$ cat config.mk
export PLATFORM = sky130hd
export DESIGN_NAME = ledmux_serial_drv
export DESIGN_NICKNAME = d
export VERILOG_FILES = /design/src/rtl/ledmux_pkg.sv /design/src/rtl/ledmux_shift.sv /design/src/rtl/ledmux_digit_dec.sv /design/src/rtl/ledmux_snap.sv /design/src/rtl/ledmux_serial_drv.sv
export SDC_FILE = /design/constraint.sdc
export NUM_CORES = 1
export LEC_CHECK = 0
export ABC_AREA = 1
export BUFFER_PORTS_ARGS = -buffer_cell sky130_fd_sc_hd__buf_4
export CAP_MARGIN = 15
export CORE_MARGIN = 10
export CORE_UTILIZATION = 41
export CTS_CLUSTER_SIZE = 25
export DETAILED_ROUTE_END_ITERATION = 7
export PLACE_DENSITY = 0.73
export SLEW_MARGIN = 20
export SYNTH_ARGS = -nofsm -noshare
export SYNTH_HDL_FRONTEND = slang
export SYNTH_SLANG_ARGS = --single-unit
export TNS_END_PERCENT = 100
$ cat constraint.sdc
create_clock -name clk -period 2.2 [get_ports clk]
set_clock_uncertainty 0.15 [all_clocks]
set_input_delay 0.44 -clock clk [delete_from_list [all_inputs] [get_ports clk]]
set_output_delay 0.44 -clock clk [all_outputs]
set_load 0.05 [all_outputs]
$ cat src/rtl/ledmux_pkg.sv
package ledmux_pkg;

  localparam int SEG_W  = 8;
  localparam int NUM_DIG = 4;
  localparam int SEL_W  = 4;
  localparam int DEC_N  = 10;
  localparam int IDX_W  = $clog2(NUM_DIG);

  // One-of-ten decoder with active-low outputs; out-of-range codes give all ones.
  function automatic logic [DEC_N-1:0] dec_1of10_n(input logic [SEL_W-1:0] code);
    logic [DEC_N-1:0] r;
    r = '1;
    for (int i = 0; i < DEC_N; i++) begin
      if (code == SEL_W'(i)) r[i] = 1'b0;
    end
    return r;
  endfunction

  // Number of active (low) enables.
  function automatic int unsigned count_low(input logic [NUM_DIG-1:0] en_n);
    int unsigned n;
    n = 0;
    for (int i = 0; i < NUM_DIG; i++) begin
      if (!en_n[i]) n++;
    end
    return n;
  endfunction

  // Index of the lowest active (low) enable, zero when none.
  function automatic logic [IDX_W-1:0] low_index(input logic [NUM_DIG-1:0] en_n);
    logic [IDX_W-1:0] r;
    r = '0;
    for (int i = NUM_DIG - 1; i >= 0; i--) begin
      if (!en_n[i]) r = IDX_W'(i);
    end
    return r;
  endfunction

endpackage

$ cat src/rtl/ledmux_shift.sv
module ledmux_shift #(
  parameter int W = ledmux_pkg::SEG_W
) (
  input  logic         clk,
  input  logic         rst_n,
  input  logic         sclk,
  input  logic         sdata,
  output logic [W-1:0] q,
  output logic         fire
);

  logic sclk_prev;

  always_ff @(posedge clk or negedge rst_n) begin
    if (!rst_n) sclk_prev <= 1'b0;
    else        sclk_prev <= sclk;
  end

  assign fire = sclk & ~sclk_prev;

  // Stage 0 takes the serial bit; each later stage takes its neighbour below.
  for (genvar k = 0; k < W; k++) begin : g_stage
    logic nxt;
    if (k == 0) begin : g_head
      assign nxt = sdata;
    end else begin : g_body
      assign nxt = q[k-1];
    end
    always_ff @(posedge clk or negedge rst_n) begin
      if (!rst_n)    q[k] <= 1'b0;
      else if (fire) q[k] <= nxt;
    end
  end

endmodule

$ cat src/rtl/ledmux_digit_dec.sv
module ledmux_digit_dec #(
  parameter int SEL_W   = ledmux_pkg::SEL_W,
  parameter int NUM_DIG = ledmux_pkg::NUM_DIG
) (
  input  logic               clk,
  input  logic               rst_n,
  input  logic [SEL_W-1:0]   sel_in,
  output logic [SEL_W-1:0]   sel_q,
  output logic [NUM_DIG-1:0] anode_n
);

  logic [ledmux_pkg::DEC_N-1:0] dec_n;

  always_ff @(posedge clk or negedge rst_n) begin
    if (!rst_n) sel_q <= '1;
    else        sel_q <= sel_in;
  end

  assign dec_n = ledmux_pkg::dec_1of10_n(sel_q);

  // Only the low decoder outputs reach anodes; the rest stay unconnected.
  for (genvar d = 0; d < NUM_DIG; d++) begin : g_anode
    assign anode_n[d] = dec_n[d];
  end

endmodule

$ cat src/rtl/ledmux_snap.sv
module ledmux_snap #(
  parameter int NUM_DIG = ledmux_pkg::NUM_DIG,
  parameter int W       = ledmux_pkg::SEG_W,
  localparam int IDX_W  = ledmux_pkg::IDX_W
) (
  input  logic [NUM_DIG-1:0] anode_n,
  input  logic [W-1:0]       seg,
  output logic               valid,
  output logic [IDX_W-1:0]   idx,
  output logic [W-1:0]       seg_out
);

  assign valid   = (ledmux_pkg::count_low(anode_n) == 1);
  assign idx     = ledmux_pkg::low_index(anode_n);
  assign seg_out = seg;

endmodule

$ cat src/rtl/ledmux_serial_drv.sv
module ledmux_serial_drv #(
  parameter int SEG_W   = ledmux_pkg::SEG_W,
  parameter int NUM_DIG = ledmux_pkg::NUM_DIG,
  parameter int SEL_W   = ledmux_pkg::SEL_W,
  localparam int IDX_W  = ledmux_pkg::IDX_W
) (
  input  logic               clk,
  input  logic               rst_n,
  input  logic               shift_clk,
  input  logic               ser_data,
  input  logic [SEL_W-1:0]   sel_code,
  output logic [SEG_W-1:0]   seg_o,
  output logic [NUM_DIG-1:0] anode_n,
  output logic               snap_valid,
  output logic [IDX_W-1:0]   snap_digit,
  output logic [SEG_W-1:0]   snap_seg
);

  // Internal events brought out for the checker.
  logic             shift_fire;
  logic [SEL_W-1:0] sel_q;

  ledmux_shift #(.W(SEG_W)) u_shift (
    .clk   (clk),
    .rst_n (rst_n),
    .sclk  (shift_clk),
    .sdata (ser_data),
    .q     (seg_o),
    .fire  (shift_fire)
  );

  ledmux_digit_dec #(.SEL_W(SEL_W), .NUM_DIG(NUM_DIG)) u_dec (
    .clk     (clk),
    .rst_n   (rst_n),
    .sel_in  (sel_code),
    .sel_q   (sel_q),
    .anode_n (anode_n)
  );

  ledmux_snap #(.NUM_DIG(NUM_DIG), .W(SEG_W)) u_snap (
    .anode_n (anode_n),
    .seg     (seg_o),
    .valid   (snap_valid),
    .idx     (snap_digit),
    .seg_out (snap_seg)
  );

endmodule

# Yosys cells after proc, flatten, opt, wreduce, memory -nomap -nowiden
# Cells that the tools add are included.
[op_classes] addsub=3 n_eq_ne=4 mux=12 n_bitwise=2 reduce_logical=1
[ops] op="$mux W32" count=3
[ops] op="$add A32 B1 Y32 const B" count=2
[ops] op="$eq A32 B1 Y1 const B" count=1
[ops] op="$eq A4 B2 Y1 const B" count=2
[ops] op="$mux W2" count=4
[ops] op="$mux W1" count=5
[ops] op="$eq A4 B1 Y1 const B" count=1
[ops] op="$logic_not A4 Y1" count=1
[ops] op="$add A1 B1 Y2 const B" count=1
[ops] op="$and A1 B1 Y1" count=1
[ops] op="$not A1 Y1" count=1
[word_totals] register_bits=13 input_bits=8 out_inout_bits=23 word_cells=32

# Logic depth before layout (Yosys ltp)
# Gate-level depths: netlist (run 1).
[logic_depth] depth_word=9 ltp_mapped=15 ltp_nobuf=15

# Hierarchy
# Synthesis (run 1) repeated with hierarchy kept, for this count alone.
[unflattened] cells_unflattened=98 area_unflattened_um2=793.3
[by_module_without_submodules] module="ledmux_shift" instances=1 cells_each=44 area_per_inst_um2=424.2 seq_area_each_um2=225.2
[by_module_without_submodules] module="ledmux_snap" instances=1 cells_each=38 area_per_inst_um2=216.5 seq_area_each_um2=0.0
[by_module_without_submodules] module="ledmux_digit_dec" instances=1 cells_each=16 area_per_inst_um2=152.6 seq_area_each_um2=105.1

# Worst setup path after synthesis (run 1)
# Ideal clock, no wire load.
[synth_path] path_kind="register to output" start="register u_dec.sel_q[0]" end="output snap_valid" t_arrival_ps=3282 required_ps=1610 path_slack_ps=-1672 path_stages_with_launch=15 path_buffers=0 path_cell_list="dfstp_2 inv_1 nor2_1 nand2_1 inv_1 ha_1 inv_1 nand2_1 nand2_1 inv_1 ha_1 nor2_1 nand2_1 nor2_1 o21bai_2"
[synth_via] elab_chain_cells=9 word_cells_on_any_way=12 cone_classes="3 x add/sub; 4 x eq/ne; 4 x mux; 1 x reduce/logical"
[synth_lines] item="start: declaration" line_no="ledmux_digit_dec.sv:8" rtl="output logic [SEL_W-1:0] sel_q,"
[synth_lines] item="start signal: assignment" line_no="ledmux_digit_dec.sv:16" rtl="else sel_q <= sel_in;"
[synth_lines] item="$logic_not A4 Y1" line_no="ledmux_pkg.sv:14" rtl="if (code == SEL_W'(i)) r[i] = 1'b0;"
[synth_lines] item="$mux W1" line_no="ledmux_pkg.sv:24" rtl="if (!en_n[i]) n++;"
[synth_lines] item="$add A1 B1 Y2" line_no="ledmux_pkg.sv:24"
[synth_lines] item="$mux W32" line_no="ledmux_pkg.sv:24"
[synth_lines] item="$add A32 B1 Y32" line_no="ledmux_pkg.sv:24"
[synth_lines] item="$mux W32" line_no="ledmux_pkg.sv:24"
[synth_lines] item="$add A32 B1 Y32" line_no="ledmux_pkg.sv:24"
[synth_lines] item="$mux W32 (*)" line_no="ledmux_pkg.sv:24"
[synth_lines] item="$eq A32 B1 Y1 (*)" line_no="ledmux_snap.sv:13" rtl="assign valid = (ledmux_pkg::count_low(anode_n) == 1);"
[synth_lines] item="end: declaration" line_no="ledmux_serial_drv.sv:14" rtl="output logic snap_valid,"
# Mark *: on every way between the ends. The rest lies on a longest branch, timed or not.

# Worst setup path after layout (run 1)
[layout_path] start="register u_dec.sel_q[2]" end="output snap_valid"
# Same word-level chain as after synthesis.

==> impl_metrics.json, run 1 <==
{
  "netsw_uw": 436,
  "max_cap_viol_count": 0,
  "antenna_violations_before_repair": 0,
  "grt_setup_unrepaired": "true",
  "cts.reportedPaths.clkPinSlew_ps": 70,
  "drive_above_1_share": 0.712,
  "detail_route.wirelength_mm": 1.68,
  "grt_pass1_wl_mm": 2.68,
  "die_h_um": 61.9,
  "slowest_cell_on_crit_path": "dfstp_2",
  "combPwrFrac": 0.520,
  "violations_in_the_final_reports": "negative setup slack",
  "design.final.nets": 130,
  "setup_violations": 1,
  "first_pass_iters": 2,
  "min_delay_worst_type": "input pin to register",
  "io-pin-count": 31,
  "route.detailed.wl_per_inst_um": 12.4,
  "detail_route.iter0.violations": 7,
  "pin_count_of_the_biggest_net_entering_global_routing": 15,
  "dieArea_mm2": 0.00383,
  "fill_cells": 135,
  "mappedNetlistNets": 88,
  "post-route-min-period_ps": 2870,
  "cell_internal_power_dissipation_uw": 499,
  "critPathMaxFanout": 3,
  "worst_ep_required_time_ps": 1610,
  "cell_at_the_root_of_the_clock_tree": "clkbuf_4",
  "cts_tree": "done",
  "grt_use_total": 0.0927,
  "ff2ff_setup_slack_ps": 910,
  "critical_path_max_stage_delay_ps": 540,
  "detail_route.drc_violations": 0,
  "timing_max_transition_violations_final": 0,
  "grt-ovfl-total": 0,
  "post_synth_instance_area_um2": 721,
  "clock-sinks": 13,
  "worst_setup_path_start_kind": "register",
  "diodes_inserted": 0,
  "cts_inserted_buffers": 3,
  "placement_rows": 15,
  "count_of_cell_types_in_the_netlist": 18,
  "ys_seq_area_frac": 0.458,
  "dieWidth_um": 61.9,
  "clk_latency_ps": 260,
  "clock_power_share": 0.145,
  "fmaxAchievable_ghz": 0.349,
  "place_worst_setup_slack_ps": -517,
  "ys_ff_latch": 13,
  "design.core.area_mm2": 0.00169,
  "route.antenna.remaining_nets": 0,
  "cpMostUsedCell": "nor2_4",
  "timing.critical_path.cells": "nor2_4 -> inv_4 -> nor2_4 -> nand2_4 -> inv_4 -> ha_4 -> nand3_2 -> nand2_2 -> inv_2 -> ha_4 -> nor2_4 -> nand2_1 -> nor2_1 -> o21bai_4 -> buf_8",
  "cp-end-kind": "primary output",
  "arrival_ps": 2280,
  "worstMarginPinSlew_ps": 393,
  "status": "complete, but fails checks",
  "portBuffers": 30,
  "maxSlewHeadroom": 0.737,
  "post_drt_via_cell_ratio": 4.39,
  "post_layout_worst_setup_margin_ps": -666,
  "timing.final.crit_share": 1.30,
  "synth.yosys.warnings": 0,
  "power.density_mw_per_mm2": 806,
  "switching_share": 0.466,
  "dr_total_vias": 593,
  "timing.final.hold_violations": 0,
  "vdd_ir_drop_max_mv": 0.740,
  "p_leak_uw": 0.000594,
  "path_class": "register to primary output",
  "post-dp-hpwl_mm": 1.31,
  "number_of_global_route_vias_before_repair": 658,
  "clk_path_buf_depth": 2,
  "start_util": 0.427,
  "seq_power_share": 0.334,
  "syn-mean-instance-area_um2": 9.36,
  "global_placement_routability_congestion": 0.780,
  "cts.htree.levels": 1,
  "layout.core_utilization": 0.687,
  "post_synth_inst_count": 77,
  "layout-area-overhead-vs-synth_pct": 61.1
}
## final timing paths
| kind | from | to | cells past startpoint |
|---|---|---|---|
| max in group asynchronous | rst_n | u_dec.sel_q[1]$_DFF_PN1_ | 2 |
| worst max-delay path | u_dec.sel_q[2]$_DFF_PN1_ | snap_valid | 15 |
| min in group asynchronous | rst_n | u_shift.g_stage[3].nxt$_DFFE_PN0P_ | 2 |
| worst max register to register | u_shift.sclk_prev$_DFF_PN0_ | u_shift.g_stage[4].nxt$_DFFE_PN0P_ | 3 |
| worst min register to register | u_shift.q[7]$_DFFE_PN0P_ | u_shift.q[7]$_DFFE_PN0P_ | 2 |
| worst min-delay path | sel_code[1] | u_dec.sel_q[1]$_DFF_PN1_ | 1 |
## power by group through the flow
stage                     clock, uW  combinational [uW]  sequential, uW
after detailed placement          0                 471             317
after CTS                       140                 486             314
after floorplan                   0                 397             323
after global placement            0                 466             315
final                           136                 487             313
after global routing            158                 509             320
## synth_stat cells
master,instances,area share
a21oi_1,3,0.021
buf_4,16,0.17
dfrtp_1,9,0.31
dfstp_2,4,0.15
ha_1,3,0.052
inv_1,10,0.052
inv_2,1,0.0052
mux2_2,2,0.031
nand2_1,9,0.047
nand2_2,2,0.017
nand3_1,2,0.014
nand3_2,1,0.014
nand3b_1,1,0.010
nor2_1,7,0.036
nor2_4,2,0.031
nor3_1,1,0.0069
o21ai_0,3,0.021
o21bai_2,1,0.016
## state kept, by name, indices dropped and copies added (netlist names)
name	count
u_dec.sel_q	4
u_shift.g_stage.nxt	7
u_shift.q	1
u_shift.sclk_prev	1
## cells in the final DEF (no fill, tap or decap), types with 2 or more instances in the layout
master,count
ha_4,3
nor2_4,4
o21ai_0,3
inv_1,4
buf_4,50
nand2_2,3
clkbuf_4,3
mux2_2,2
dfrtp_1,9
nand3_2,2
nor2_1,5
nand2_1,6
a21oi_1,3
inv_2,4
nand2_4,2
dfstp_2,4
inv_4,3
## worst max-delay path: cells and delay by family, from the launching register on
| kind | cells | cell delay [ps] |
|---|---|---|
| flip-flops | 1 | 540 |
| AND/OR/NAND/NOR | 8 | 540 |
| adder cells (fa/ha/maj) | 2 | 510 |
| buffers and inverters | 4 | 310 |
| AO/OA/AOI/OAI | 1 | 130 |
## stage by stage
step / hold slack [ps] / power (uW) / cell area, um^2 / TNS (ps) / std cells
after floorplan: -5.59 / 720 / 758 / -699 / 77
after global placement: 136 / 781 / 975 / -474 / 120
after detailed placement: 140 / 788 / 975 / -517 / 120
after CTS: 126 / 940 / 1120 / -701 / 133
after global routing: 105 / 987 / 1160 / -896 / 135
final: 131 / 936 / 1160 / -666 / 135
## kinds of logic after synthesis
kind of cell | share of synthesized area
compound gates | 0.0573
fa+ha+maj | 0.0521
buf+inv | 0.224
flops | 0.458
mux | 0.0312
simple gates | 0.177
## per-layer routing
layer | up-vias | share of wire | track usage
li1 | 304 | - | -
met4 | 0 | 0 | 0.0350
met5 | - | 0 | 0
met3 | 0 | 0.10 | 0.0467
met1 | 271 | 0.36 | 0.0879
met2 | 18 | 0.54 | 0.167
## area by class of cell
| type | count | area (um^2) | area share |
|---|---|---|---|
| clock buffers | 4 | 26.3 | 0.0226 |
| flip-flops and latches | 13 | 330 | 0.284 |
| multi-input cells | 37 | 323 | 0.278 |
| inverters | 11 | 48.8 | 0.0420 |
| well taps | 17 | 21.3 | 0.0183 |
| repair buffers | 53 | 412 | 0.355 |
## repair_timing
item,in CTS,in global routing
endpoints found under the hold margin,9,0
buffers inserted,9,2
hold buffers,1,0
pin swaps,10,11
endpoints found under the setup margin,1,2
resized for setup,12,5
No activity file was read; power rests on OpenSTA's default activity.
==> run 2: changes to the inputs <==
--- a/config.mk
+++ b/config.mk
@@ -5,14 +5,13 @@
 export SDC_FILE = /design/constraint.sdc
 export NUM_CORES = 1
 export LEC_CHECK = 0
-export ABC_AREA = 1
 export BUFFER_PORTS_ARGS = -buffer_cell sky130_fd_sc_hd__buf_4
-export CAP_MARGIN = 15
+export CAP_MARGIN = 20
 export CORE_MARGIN = 10
-export CORE_UTILIZATION = 41
+export CORE_UTILIZATION = 40
 export CTS_CLUSTER_SIZE = 25
 export DETAILED_ROUTE_END_ITERATION = 7
-export PLACE_DENSITY = 0.73
+export PLACE_DENSITY = 0.72
 export SLEW_MARGIN = 20
 export SYNTH_ARGS = -nofsm -noshare
 export SYNTH_HDL_FRONTEND = slang
==> run 2 against run 1 <==
  * The flow still finishes with violations (negative setup slack)
  * Worst setup slack worse by 150 ps
  * Wire length is 11% lower
  * Final cell count is 24% lower
  * Synthesized area is 3.1% lower
  * Non-clock buffer count is 12 lower
  * Sequential share of layout area is 3.8 points higher
  * Largest cell class unchanged
  * Highest routed layer is now met4
==> impl_metrics.json, run 2 <==
{
  "worst_ep_required_time_ps": 1610,
  "antenna_violations_before_repair": 0,
  "cell_at_the_root_of_the_clock_tree": "clkbuf_4",
  "path_buf_inv": 1,
  "clk_path_buf_depth": 2,
  "start_util": 0.413,
  "number_of_flip_flops_in_the_largest_register": 7,
  "cts_inserted_buffers": 3,
  "detail_route.iter0.violations": 5,
  "first_pass_iters": 2,
  "synth.yosys.warnings": 0,
  "count_of_cell_types_in_the_netlist": 19,
  "critPathMaxFanout": 3,
  "vdd_ir_drop_max_mv": 0.744,
  "layout.cells.most_common": "buf_4",
  "timing.critical_path.cells": "nor3b_4 -> nor2b_4 -> ha_4 -> xnor2_2 -> ha_1 -> nor2_1 -> mux2i_1 -> o31ai_4 -> buf_6",
  "worst_setup_path_start_kind": "register",
  "min_delay_worst_type": "input pin to register",
  "dieWidth_um": 61.8,
  "finalInstanceArea_mm2": 0.00102,
  "layout-area-overhead-vs-synth_pct": 46.8,
  "design.final.nets": 98,
  "io-pin-count": 31,
  "synth_top_area_cell": "dfrtp_1",
  "mappedNetlistNets": 69,
  "fmaxAchievable_ghz": 0.331,
  "post-route-min-period_ps": 3020,
  "timing_max_transition_violations_final": 0,
  "grt-ovfl-total": 0,
  "synth_flop_cell": "dfrtp_1",
  "postPlaceCellArea_um2": 950,
  "critical_path_max_stage_delay_ps": 550,
  "violations_in_the_final_reports": "negative setup slack",
  "cts.htree.levels": 1,
  "placed_cells_incl_taps": 97,
  "post-synth-top-count-cell": "buf_4",
  "post_layout_worst_setup_margin_ps": -819,
  "number_of_global_route_vias_before_repair": 516,
  "pin_count_of_the_biggest_net_entering_global_routing": 14,
  "post_synth_instance_area_um2": 698,
  "detail_route.drc_violations": 0,
  "ys_seq_area_frac": 0.473,
  "cts.reportedPaths.clkPinSlew_ps": 70,
  "power.density_mw_per_mm2": 1220,
  "post_synth_inst_count": 58,
  "final_cells": 103,
  "path_class": "register to primary output",
  "route.detailed.wl_per_inst_um": 14.5,
  "portBuffers": 30,
  "diodes_inserted": 0,
  "grt_pass1_wl_mm": 2.41,
  "layout.core_utilization": 0.607,
  "dieArea_mm2": 0.00382,
  "place_worst_setup_slack_ps": -618,
  "dr_total_vias": 489,
  "post_drt_via_cell_ratio": 4.75,
  "setup_violations": 2,
  "detail_route.wirelength_mm": 1.50,
  "die_h_um": 61.8,
  "p_leak_uw": 0.000486,
  "status": "complete, but fails checks",
  "synth_async_sr_flop_share": 1.00,
  "setup_total_negative_slack_ps": -952,
  "post-synth-top-area-fraction": 0.323,
  "count_of_flip_flops_with_a_built_in_enable_after_synthesis": 0,
  "arrival_ps": 2430,
  "maxSlewHeadroom": 0.819,
  "cts_tree": "done",
  "timing.final.hold_violations": 0,
  "drive_above_1_share": 0.767,
  "leading_cell_types_in_the_layout_fill_and_taps_excluded": "buf_4 (34), dfrtp_1 (9), mux2_2 (8)",
  "worstMarginPinSlew_ps": 265,
  "design.core.area_mm2": 0.00169,
  "clk_latency_ps": 260,
  "placement_rows": 15,
  "grt_setup_unrepaired": "true",
  "main_area_contributors_after_synthesis": "dfrtp_1 (32%), buf_4 (16%), dfstp_2 (15%)",
  "slowest_cell_on_crit_path": "dfstp_2",
  "cp_top_family": "flip-flops",
  "cp-end-kind": "primary output",
  "synth_top_cells_by_count": "buf_4 (15), dfrtp_1 (9), mux2_2 (8)",
  "max_cap_viol_count": 0,
  "grt_use_total": 0.0841,
  "ys_ff_latch": 13,
  "clock-sinks": 13,
  "route.antenna.remaining_nets": 0,
  "timing.final.crit_share": 1.37,
  "syn-mean-instance-area_um2": 12.0,
  "global_placement_routability_congestion": 0.690
}
-- run 2: cell types whose count changed after synthesis, sizes merged, moves of 2 or more --
cell | before | now
a21oi | 3 | 0
inv | 11 | 3
mux2 | 2 | 8
nand2 | 11 | 2
nand3 | 3 | 0
nor2 | 9 | 1
nor2b | 0 | 2
o21ai | 3 | 1
-- run 2: logic make-up (layout without fill, tap and decap cells) --
kind of cell    after synthesis  count (layout)  share of synthesized area
buf+inv                      20              48                      0.192
compound gates                2               2                     0.0233
mux                           9               9                      0.143
xor+xnor                      1               1                     0.0233
fa+ha+maj                     3               3                     0.0538
simple gates                 10              10                     0.0914
flops                        13              13                      0.473
-- run 2: repair_timing --
item,CTS,global route
hold buffers,1,0
setup endpoints to repair,4,6
hold endpoints to repair,9,0
resized for setup,5,5
setup buffers,1,0
pin swaps,2,0
-- run 2: path summary, 6_finish.rpt --
path / slack, ps / startpoint / cells past startpoint / end
setup reg to reg: 820 / u_shift.sclk_prev$_DFF_PN0_ / 3 / u_shift.g_stage[3].nxt$_DFFE_PN0P_
setup / recovery: -820 / u_dec.sel_q[0]$_DFF_PN1_ / 9 / snap_valid
max in group asynchronous: 1270 / rst_n / 2 / u_dec.sel_q[2]$_DFF_PN1_
hold / removal: 130 / sel_code[1] / 1 / u_dec.sel_q[1]$_DFF_PN1_
min in group asynchronous: 400 / rst_n / 2 / u_shift.g_stage[6].nxt$_DFFE_PN0P_
hold reg to reg: 390 / u_shift.q[7]$_DFFE_PN0P_ / 1 / u_shift.q[7]$_DFFE_PN0P_
-- run 2: power by group --
group	total, uW	switching [uW]	internal [uW]
Sequential	360	55.9	304
Clock	141	70.9	70.0
Combinational	752	524	229
-- run 2: per-layer routing --
| metal | GRT usage | vias up | share of wire |
|---|---|---|---|
| met3 | 0.0549 | 2 | 0.12 |
| li1 | - | 237 | - |
| met5 | 0 | - | 0 |
| met1 | 0.0802 | 232 | 0.34 |
| met4 | 0.0287 | 0 | 0.0080 |
| met2 | 0.143 | 18 | 0.53 |
-- run 2: area by class of cell --
| class | instances | area (um^2) |
|---|---|---|
| well taps | 17 | 21.3 |
| fillers | 152 | 664 |
| multi-input cells | 25 | 297 |
| flip-flops and latches | 13 | 330 |
| repair buffers | 41 | 337 |
| clock buffers | 4 | 26.3 |
| inverters | 3 | 13.8 |
-- run 2: stage by stage --
stage,hold slack (ps),power (uW)
final,127,1250
after global routing,113,1310
after global placement,137,1110
after floorplan,-5.59,1030
after detailed placement,138,1120
after CTS,121,1270
